`config.mk`:
```
export PLATFORM = sky130hd
export DESIGN_NAME = bsfir_core
export DESIGN_NICKNAME = d
export VERILOG_FILES = /design/src/rtl/bsfir_pkg.sv /design/src/rtl/bsfir_front.sv /design/src/rtl/bsfir_term.sv /design/src/rtl/bsfir_sadd.sv /design/src/rtl/bsfir_back.sv /design/src/rtl/bsfir_core.sv
export SDC_FILE = /design/constraint.sdc
export NUM_CORES = 1
export LEC_CHECK = 0
export BUFFER_PORTS_ARGS = -buffer_cell sky130_fd_sc_hd__buf_4
export CORE_MARGIN = 2
export CORE_UTILIZATION = 60
export CTS_BUF_LIST = sky130_fd_sc_hd__clkbuf_8 sky130_fd_sc_hd__clkbuf_16
export CTS_CLUSTER_SIZE = 28
export DETAILED_ROUTE_END_ITERATION = 12
export HOLD_SLACK_MARGIN = 0.15
export MAX_ROUTING_LAYER = met4
export PLACE_DENSITY = 0.79
export SLEW_MARGIN = 10
export SYNTH_ARGS = -nofsm -noshare
export SYNTH_HDL_FRONTEND = slang
export SYNTH_SLANG_ARGS = --single-unit
```
`constraint.sdc`:
```
create_clock -name clk -period 3.65 [get_ports clk]
set_clock_uncertainty 0.05 [all_clocks]
set_input_delay 0.1825 -clock clk [delete_from_list [all_inputs] [get_ports clk]]
set_output_delay 0.1825 -clock clk [all_outputs]
set_load 0.01 [all_outputs]
```
`src/rtl/bsfir_pkg.sv`:
```
package bsfir_pkg;

  function automatic int pow2_ceil(input int n);
    int p;
    p = 1;
    while (p < n) p = p * 2;
    return p;
  endfunction

  function automatic int guard_bits(input int nterm, input int rmax);
    return rmax + $clog2(nterm) + 1;
  endfunction

endpackage

```
`src/rtl/bsfir_front.sv`:
```
module bsfir_front #(
  parameter int DW   = 12,
  parameter int WS   = 18,
  parameter int TAPS = 4
) (
  input  logic                 clk,
  input  logic                 rst,
  input  logic                 load,
  input  logic signed [DW-1:0] x_in,
  output logic [TAPS-1:0]      taps
);
  logic [WS-1:0] sreg;

  // word-parallel sample in, LSB-first stream out, sign bit repeated at top
  always_ff @(posedge clk) begin
    if (rst)       sreg <= '0;
    else if (load) sreg <= {{(WS-DW){x_in[DW-1]}}, x_in};
    else           sreg <= {sreg[WS-1], sreg[WS-1:1]};
  end

  assign taps[0] = sreg[0];

  generate
    if (TAPS > 1) begin : g_line
      localparam int LW = (TAPS - 1) * WS;
      logic [LW-1:0] dl;
      always_ff @(posedge clk) begin
        if (rst) dl <= '0;
        else     dl <= (dl << 1) | LW'(sreg[0]);
      end
      for (genvar j = 1; j < TAPS; j++) begin : g_tap
        assign taps[j] = dl[j*WS-1];
      end
    end
  endgenerate
endmodule

```
`src/rtl/bsfir_term.sv`:
```
module bsfir_term #(
  parameter int WS  = 18,
  parameter int PW  = 5,
  parameter int SH  = 0,
  parameter bit NEG = 1'b0
) (
  input  logic          clk,
  input  logic          rst,
  input  logic          din,
  input  logic [PW-1:0] pos,
  input  logic          first,
  output logic          dout
);
  localparam logic [WS-1:0] ZMASK = WS'((64'd1 << SH) - 64'd1);

  logic d;
  logic m;
  logic seen;
  logic seen_eff;

  generate
    if (SH == 0) begin : g_direct
      assign d = din;
    end else begin : g_shift
      logic [SH-1:0] dly;
      always_ff @(posedge clk) begin
        if (rst) dly <= '0;
        else     dly <= (dly << 1) | SH'(din);
      end
      assign d = dly[SH-1];
    end
  endgenerate

  // low SH bit positions of the frame carry the shifted-in zeros
  assign m        = ZMASK[pos] ? 1'b0 : d;
  assign seen_eff = first ? 1'b0 : seen;

  always_ff @(posedge clk) begin
    if (rst) begin
      dout <= 1'b0;
      seen <= 1'b0;
    end else begin
      dout <= m ^ (NEG & seen_eff);
      seen <= seen_eff | m;
    end
  end
endmodule

```
`src/rtl/bsfir_sadd.sv`:
```
module bsfir_sadd (
  input  logic clk,
  input  logic rst,
  input  logic first,
  input  logic a,
  input  logic b,
  output logic s
);
  logic carry;
  logic c_eff;

  assign c_eff = first ? 1'b0 : carry;

  always_ff @(posedge clk) begin
    if (rst) begin
      s     <= 1'b0;
      carry <= 1'b0;
    end else begin
      s     <= a ^ b ^ c_eff;
      carry <= (a & b) | (a & c_eff) | (b & c_eff);
    end
  end
endmodule

```
`src/rtl/bsfir_back.sv`:
```
module bsfir_back #(
  parameter int DW   = 12,
  parameter int WS   = 18,
  parameter int RMAX = 3,
  parameter int PW   = 5,
  parameter int CAP  = 3,
  parameter int LIM  = 21
) (
  input  logic                 clk,
  input  logic                 rst,
  input  logic [PW-1:0]        cnt,
  input  logic                 sbit,
  output logic signed [DW-1:0] y_out,
  output logic                 y_valid
);
  localparam int FW = $clog2(LIM + 1);
  localparam logic signed [WS-1:0] HI = WS'((64'd1 << (DW - 1)) - 64'd1);
  localparam logic signed [WS-1:0] LO = ~HI;

  logic [WS-2:0]        acc;
  logic signed [WS-1:0] full;
  logic signed [WS-1:0] shr;
  logic [FW-1:0]        fill;
  logic                 cap;

  assign full = {sbit, acc};
  assign shr  = full >>> RMAX;
  assign cap  = (cnt == PW'(CAP)) && (fill == FW'(LIM));

  always_ff @(posedge clk) begin
    if (rst) begin
      acc     <= '0;
      fill    <= '0;
      y_out   <= '0;
      y_valid <= 1'b0;
    end else begin
      acc     <= {sbit, acc[WS-2:1]};
      if (fill != FW'(LIM)) fill <= fill + 1'b1;
      y_valid <= cap;
      if (cap) begin
        if (shr > HI)      y_out <= HI[DW-1:0];
        else if (shr < LO) y_out <= LO[DW-1:0];
        else               y_out <= shr[DW-1:0];
      end
    end
  end
endmodule

```
`src/rtl/bsfir_core.sv`:
```
module bsfir_core #(
  parameter int DW    = 12,
  parameter int TAPS  = 4,
  parameter int NTERM = 4,
  parameter int RMAX  = 3,
  parameter int TERM_TAP [NTERM] = '{0, 1, 2, 3},
  parameter int TERM_RSH [NTERM] = '{0, 1, 3, 1},
  parameter bit TERM_NEG [NTERM] = '{1'b0, 1'b0, 1'b1, 1'b0}
) (
  input  logic                 clk,
  input  logic                 rst,
  input  logic signed [DW-1:0] x_in,
  output logic                 x_take,
  output logic signed [DW-1:0] y_out,
  output logic                 y_valid
);
  localparam int WS       = DW + bsfir_pkg::guard_bits(NTERM, RMAX);
  localparam int LEAVES   = bsfir_pkg::pow2_ceil(NTERM);
  localparam int DEPTH    = $clog2(LEAVES);
  localparam int PW       = $clog2(WS);
  localparam int ROOT_LAT = 2 + DEPTH;
  localparam int LIM      = WS - 1 + ROOT_LAT;
  localparam int CAP      = LIM % WS;

  logic [PW-1:0]       cnt;
  logic [PW-1:0]       pos1;
  logic [DEPTH:0]      lvl_start;
  logic [TAPS-1:0]     taps;
  logic [2*LEAVES-1:1] nodes;

  always_ff @(posedge clk) begin
    if (rst)                      cnt <= '0;
    else if (cnt == PW'(WS - 1))  cnt <= '0;
    else                          cnt <= cnt + 1'b1;
  end

  assign x_take = (cnt == '0);
  assign pos1   = (cnt == '0) ? PW'(WS - 1) : cnt - 1'b1;

  // level lv sees its operand LSBs at latency 1+lv from the load edge
  generate
    for (genvar lv = 0; lv <= DEPTH; lv++) begin : g_start
      assign lvl_start[lv] = (cnt == PW'((1 + lv) % WS));
    end
  endgenerate

  bsfir_front #(.DW(DW), .WS(WS), .TAPS(TAPS)) u_front (
    .clk(clk), .rst(rst), .load(x_take), .x_in(x_in), .taps(taps)
  );

  generate
    for (genvar t = 0; t < LEAVES; t++) begin : g_leaf
      if (t < NTERM) begin : g_term
        bsfir_term #(
          .WS(WS), .PW(PW), .SH(RMAX - TERM_RSH[t]), .NEG(TERM_NEG[t])
        ) u_term (
          .clk(clk), .rst(rst), .din(taps[TERM_TAP[t]]), .pos(pos1),
          .first(lvl_start[0]), .dout(nodes[LEAVES+t])
        );
      end else begin : g_pad
        assign nodes[LEAVES+t] = 1'b0;
      end
    end
    for (genvar i = 1; i < LEAVES; i++) begin : g_add
      localparam int LV = DEPTH - $clog2(i + 1) + 1;
      bsfir_sadd u_add (
        .clk(clk), .rst(rst), .first(lvl_start[LV]),
        .a(nodes[2*i]), .b(nodes[2*i+1]), .s(nodes[i])
      );
    end
  endgenerate

  bsfir_back #(
    .DW(DW), .WS(WS), .RMAX(RMAX), .PW(PW), .CAP(CAP), .LIM(LIM)
  ) u_back (
    .clk(clk), .rst(rst), .cnt(cnt), .sbit(nodes[1]),
    .y_out(y_out), .y_valid(y_valid)
  );
endmodule

```
==> flow_summary_export.csv, run 1 <==
group,metric,value,unit
placement,place_congestion,0.823,
timing,fmax,0.385,GHz
clock_tree,h-tree-depth,4,
timing,finalCritPeriodShare,71.2,%
route,routedWlPerCell,12.1,um
clock_tree,cts_setup_buffers,0,
setup_path,rrSetupSlack,1.38,ns
synth,yosysSeqAreaShare,61.7,%
route,drc,0,
setup_path,r2r-start,"cnt[0]",
timing,setup_violations,0,
cells_and_area,fill_cells,416,
clock_tree,clk_pin_slew,0.06,ns
setup_path,end_kind,"output pin",
synth,syn_inst,379,
route,vias,2481,
setup_path,start_kind,"register",
cells_and_area,layout.nets,444,
global_routing,grt_pass1_vias,2394,
power,pwr_density_cell,629,nW/um2
timing,layout_setup_ws,1.05,ns
cells_and_area,diodes,0,
clock_tree,cts_buffer_depth,2,
floorplanning,num_rows,29,
setup_path,crit_arrival,2.37,ns
route,vias_per_cell,4.87,
power,finalPower,3.05,mW
timing,maxSlewHeadroom,42.8,%
global_routing,grt.total_usage,19.4,%
timing,period_minus_slack,2.60,ns
floorplanning,die_height,85.2,um
setup_path,endpoint,"x_take",
setup_path,reg2reg_to,"u_back.y_out[0]",
synth,ys_ff_latch,122,
timing,drv_slew,0,
run_status,status,"finished, final reports clean",
clock_tree,cts_root_buffer,"clkbuf_8",
timing,tightestPinTransition,0.846,ns
floorplanning,pin_count,28,
floorplanning,dieArea,7260,um2
floorplanning,core-area,6350,um2
setup_path,cp.required,3.42,ns
placement,placed_cells,465,
placement,hpwl,3310,um
placement,dp_slack,1.43,ns
global_routing,grt_pass1_wl,10500,um
synth,yosysWarningCount,0,
power,ir_drop,0.000492,V
clock_tree,cts_tree,"yes",
power,p_leak,1.91,nW
global_routing,antenna_found_initial,0,
cells_and_area,seqCellArea,2440,um2
timing,setup-tns-final,0,ns
setup_path,crit_start,"cnt[3]",
setup_path,cp_max_fo,19,
route,drt-initial-drc-count,68,
cells_and_area,drive_gt1_share,16.9,%
placement,port_buffers,27,
route,totalWireLength,6180,um
synth,syn_nets,404,
timing,hold_slack,0.192,ns
clock_tree,clkLatencyLatePin,0.51,ns
cells_and_area,multi_input_area,1350,um2
setup_path,path_cells,"nor3_1 > nand2_1 > inv_1 > buf_4",
global_routing,grt_start_max_net_pins,86,
synth,syn_area_per_cell,10.4,um2
cells_and_area,fin_area,4850,um2
run,drv_cap,0,
setup_path,cp_slowest_cell,"inv_1",
setup_path,slowest_delay,0.47,ns
global_routing,grt_overflow_total,0,
cells_and_area,syn2layout_area_growth,22.5,%
synth,synthesis.area,3960,um2
route,drtPass1Iterations,4,
timing,rsz0062_at_grt,"false",
cells_and_area,stdcell_count,509,
floorplanning,fp.dieW,85.2,um
worst_hold_path,hp-class,"primary input to register",
clock_tree,cts_buffers,17,
clock_tree,cts_sinks,122,
setup_path,r2r_cells,5,
setup_path,path_class,"register to output pin",
floorplanning,start_util,62.3,%
synth,ys_types,30,
cells_and_area,post-route-util,76.3,%
timing,hold_viol,0,
route,ant_nets,0,
placement,dpl_cell_area,4160,um2
==> cells in the final DEF (no fill, tap or decap), types with 2 or more instances in the layout <==
master         netlist  final
nor3_1               4      4
clkinvlp_4           0      5
a21oi_2             10     10
xnor2_1              5      5
nor2b_1             72     72
fa_1                 3      3
xor2_1               4      4
a21oi_1             19     19
nor2_1              21     21
bufinv_16            0      2
clkbuf_16            0     16
dfxtp_1            122    122
o21ai_0              2      2
dlygate4sd3_1        0     12
a211oi_1             2      2
nand3_1              7      7
nand2_1             46     46
buf_4                4     28
o21ai_1              9      9
clkinv_4             0      3
ha_1                 8      8
clkinv_2             0      4
o41ai_1              2      2
inv_1               15     15
==> cell usage after synthesis <==
master	instances	share of area (%)
a211oi_1	2	0.38
a211oi_2	1	0.32
a21oi_1	19	2.4
a21oi_2	10	2.2
a221oi_1	1	0.22
and4b_1	1	0.25
buf_2	2	0.25
buf_4	4	0.76
buf_6	2	0.57
clkbuf_1	11	1.0
dfxtp_1	122	62
fa_1	3	1.5
ha_1	8	2.5
inv_1	15	1.4
mux2i_1	1	0.25
nand2_1	46	4.4
nand3_1	7	0.89
nand4b_1	1	0.22
nor2_1	21	2.0
nor2b_1	72	11
nor3_1	4	0.51
nor3b_1	1	0.19
o21ai_0	2	0.25
o21ai_1	9	1.1
o21ai_2	1	0.22
o31ai_1	1	0.19
o41ai_1	2	0.44
or4b_4	1	0.35
xnor2_1	5	1.1
xor2_1	4	0.89
==> power breakdown <==
part	switching, mW	internal [mW]	total, mW
clock network	0.588	0.967	1.56
logic	0.0734	0.0475	0.121
registers	0.0133	1.36	1.37
==> worst min path at each step <==
| stage | from | cells after the start | slack (ns) | to |
|---|---|---|---|---|
| 4_1_cts | rst | 2 | 0.18 | g_add[1].u_add.s |
| 5_1_grt | rst | 2 | 0.23 | u_front.g_line.dl[27] |
| 2_1_floorplan | rst | 1 | 0.21 | u_front.g_line.dl[20] |
| 3_5_place_dp | u_front.g_line.dl[3] | 1 | 0.37 | u_front.g_line.dl[4] |
| 6_report | rst | 2 | 0.19 | g_leaf[3].g_term.u_term.g_shift.dly[0] |
| 3_3_place_gp | g_leaf[3].g_term.u_term.g_shift.dly[0] | 1 | 0.37 | g_leaf[3].g_term.u_term.g_shift.dly[1] |
==> final cells by class <==
| class | count | share of cell area, % |
|---|---|---|
| inverter | 15 | 1.16 |
| timing repair buffer | 40 | 6.82 |
| clock buffer | 17 | 8.55 |
| tap | 77 | 1.99 |
| clock inverter | 15 | 3.15 |
| sequential | 122 | 50.4 |
| multi-input combinational | 223 | 27.9 |
==> cell families after synthesis <==
logic type / synth area share (%)
flops: 61.7
mux: 0.253
simple gates: 20.1
fa+ha+maj: 4.05
buf+inv: 4.05
compound gates: 7.78
xor+xnor: 1.99
==> routing by layer <==
layer | up-vias | share of wire, % | GRT usage, %
li1 | 1283 | - | -
met1 | 1145 | 48 | 23.0
met2 | 44 | 47 | 29.2
met3 | 9 | 3.8 | 7.59
met4 | 0 | 1.5 | 8.66
met5 | - | 0 | -
==> registers in the layout, indices dropped and copies added, names as in the netlist <==
name / flops
u_front.g_line.dl: 54
u_front.sreg: 18
u_back.acc: 14
u_back.y_out: 12
cnt: 5
u_back.fill: 5
g_leaf.g_term.u_term.dout: 4
g_add.u_add.carry: 3
g_add.u_add.s: 3
g_leaf.g_term.u_term.g_shift.dly: 2
g_leaf.g_term.u_term.seen: 1
u_back.y_valid: 1
==> worst max-delay path, delay by kind of cell, from the launching register on <==
family        cells  cell delay (ns)
flops             1             0.40
simple gates      2             0.80
buf+inv           2             0.67
==> repair_timing <==
item,CTS,global route
hold buffers,12,0
gates resized for setup,0,0
endpoints found under the hold margin,18,0
(Power assumes the default switching activity.)
==> run 2: changes to the inputs <==
--- a/config.mk
+++ b/config.mk
@@ -7,13 +7,13 @@
 export LEC_CHECK = 0
 export BUFFER_PORTS_ARGS = -buffer_cell sky130_fd_sc_hd__buf_4
 export CORE_MARGIN = 2
-export CORE_UTILIZATION = 60
+export CORE_UTILIZATION = 58
 export CTS_BUF_LIST = sky130_fd_sc_hd__clkbuf_8 sky130_fd_sc_hd__clkbuf_16
 export CTS_CLUSTER_SIZE = 28
 export DETAILED_ROUTE_END_ITERATION = 12
 export HOLD_SLACK_MARGIN = 0.15
 export MAX_ROUTING_LAYER = met4
-export PLACE_DENSITY = 0.79
+export PLACE_DENSITY = 0.77
 export SLEW_MARGIN = 10
 export SYNTH_ARGS = -nofsm -noshare
 export SYNTH_HDL_FRONTEND = slang
==> constraint.sdc (replaced) <==
create_clock -name clk -period 2.7 [get_ports clk]
set_clock_uncertainty 0.05 [all_clocks]
set_input_delay 0.135 -clock clk [delete_from_list [all_inputs] [get_ports clk]]
set_output_delay 0.135 -clock clk [all_outputs]
set_load 0.01 [all_outputs]
==> run 2 against run 1 <==
Clock-buffer cell count rose by 1. Wire length rose by 8.1%. Utilization fell by 2.1 points. Register-to-register slack got worse by 1.1 ns. Worst hold slack improved by 0.19 ns. Via count rose by 2.6%. Die area rose by 3.3%. Setup slack got worse by 0.82 ns. Cell count rose by 1.2%. Sequential cell count did not move. Highest routed layer unchanged.
==> flow_summary_export.csv, run 2 (same netlist as run 1, synthesis figures left out) <==
group,metric,value,unit
route,totalWireLength,6680,um
clock_tree,cts_tree,"yes",
floorplanning,start_util,59.2,%
cells_and_area,largest_register_ff_count,54,
floorplanning,num_rows,30,
global_routing,grt_pass1_wl,11000,um
route,vias,2545,
timing,maxSlewHeadroom,46.8,%
timing,tightestPinTransition,0.794,ns
placement,port_buffers,27,
clock_tree,clk_pin_slew,0.06,ns
setup_path,rrSetupSlack,0.23,ns
clock_tree,clkLatencyLatePin,0.51,ns
placement,hpwl,3530,um
timing,rsz0062_at_grt,"false",
cells_and_area,layout.nets,449,
route,vias_per_cell,4.94,
cells_and_area,diodes,0,
setup_path,path_class,"register to register",
placement,place_congestion,0.877,
clock_tree,cts_sinks,122,
route,ant_nets,0,
global_routing,grt_pass1_vias,2495,
floorplanning,die_height,86.6,um
run_status,status,"finished, final reports clean",
timing,setup-tns-final,0,ns
cells_and_area,syn2layout_area_growth,25.4,%
timing,hold_viol,0,
run,drv_cap,0,
timing,period_minus_slack,2.47,ns
global_routing,antenna_found_initial,0,
setup_path,cpMostUsedCell,"nand2_1",
setup_path,crit_arrival,2.86,ns
global_routing,grt_overflow_total,0,
cells_and_area,final_common_cell,"dfxtp_1",
setup_path,cp.required,3.10,ns
setup_path,cp_slowest_cell,"dlygate4sd3_1",
route,drtPass1Iterations,6,
timing,drv_slew,0,
global_routing,grt.total_usage,20.3,%
cells_and_area,regMostFlops,"u_front.g_line.dl",
cells_and_area,stdcell_count,515,
route,routedWlPerCell,13.0,um
cells_and_area,drive_gt1_share,16.3,%
timing,finalCritPeriodShare,91.4,%
setup_path,path_cells,"nor3_1 > nand2_1 > buf_4 > inv_1 > nand2_1 > a21oi_1 > dlygate4sd3_1",
clock_tree,h-tree-depth,4,
cells_and_area,largestRegisters,"u_front.g_line.dl (54), u_front.sreg (18), u_back.acc (14)",
floorplanning,core-area,6680,um2
timing,setup_violations,0,
floorplanning,dieArea,7500,um2
clock_tree,cts_buffer_depth,2,
route,drc,0,
power,ir_drop,0.000480,V
setup_path,cp_max_fo,19,
timing,fmax,0.405,GHz
cells_and_area,layout_common_cells,"dfxtp_1 (122), nor2b_1 (72), nand2_1 (46)",
placement,placed_cells,471,
clock_tree,cts_root_buffer,"clkbuf_8",
clock_tree,cts_buffers,17,
cells_and_area,post-route-util,74.2,%
setup_path,start_kind,"register",
floorplanning,pin_count,28,
power,pwr_density_cell,895,nW/um2
worst_hold_path,hp-class,"register to register",
power,p_leak,1.99,nW
route,drt-initial-drc-count,69,
floorplanning,fp.dieW,86.6,um
setup_path,end_kind,"register",
setup_path,slowest_delay,0.56,ns
power,finalPower,4.44,mW
global_routing,grt_start_max_net_pins,66,
run 2: changes by cell type in the layout (fill, tap and decap cells not counted):
| cell | change |
|---|---|
| clkinvlp_4 | -5 |
| bufinv_16 | +4 |
| buf_4 | +3 |
| clkinv_4 | -3 |
| inv_1 | +3 |
| dlygate4sd3_1 | +2 |
| clkbuf_8 | +1 |
| clkinv_2 | -1 |
| inv_6 | -1 |
run 2: path summary, 6_finish.rpt:
check | depth (start not counted) | to | from
worst min register to register | 1 | u_front.g_line.dl[34] | u_front.g_line.dl[33]
worst max register to register | 7 | u_front.sreg[11] | cnt[3]
worst max-delay path | 7 | u_front.sreg[11] | cnt[3]
worst min-delay path | 1 | u_front.g_line.dl[34] | u_front.g_line.dl[33]
run 2: worst max-delay path, delay by kind of cell (launching register included):
family | cells | cell delay (ns)
compound gates | 1 | 0.20
buf+inv | 3 | 1.07
flops | 1 | 0.40
simple gates | 3 | 0.68
run 2: power by group:
group / total [mW] / switching (mW) / internal (mW)
Combinational: 0.175 / 0.103 / 0.0715
Sequential: 1.86 / 0.0200 / 1.84
Clock: 2.41 / 0.727 / 1.68
run 2: what timing repair did:
item | in CTS | in global routing
endpoints found under the hold margin | 71 | 0
gates resized for setup | 0 | 0
hold buffers | 14 | 0
buffers inserted | 0 | 0
run 2: area by class of cell:
class                   instances  area, um2
clock buffers                  18        428
clock inverters                12        206
fillers                       424       1720
inverters                      15       56.3
multi-input cells             223       1350
flip-flops and latches        122       2440
well taps                      80        100
repair buffers                 45        373
run 2: layer usage:
layer | global-route usage [%] | share of wire (%) | up-vias
met3 | 7.90 | 4.5 | 25
met2 | 30.6 | 46 | 63
met5 | - | 0 | -
li1 | - | - | 1287
met1 | 23.1 | 46 | 1170
met4 | 11.2 | 2.8 | 0
run 2: per-stage QoR:
stage / hold slack, ns / area [um2] / worst slack [ns]
floorplan: 0.164 / 3960 / 0.930
global route: 0.384 / 4960 / 0.0139
detailed placement: 0.342 / 4190 / 0.448
CTS: 0.348 / 4960 / 0.313
global placement: 0.337 / 4190 / 0.520
finish: 0.385 / 4960 / 0.233
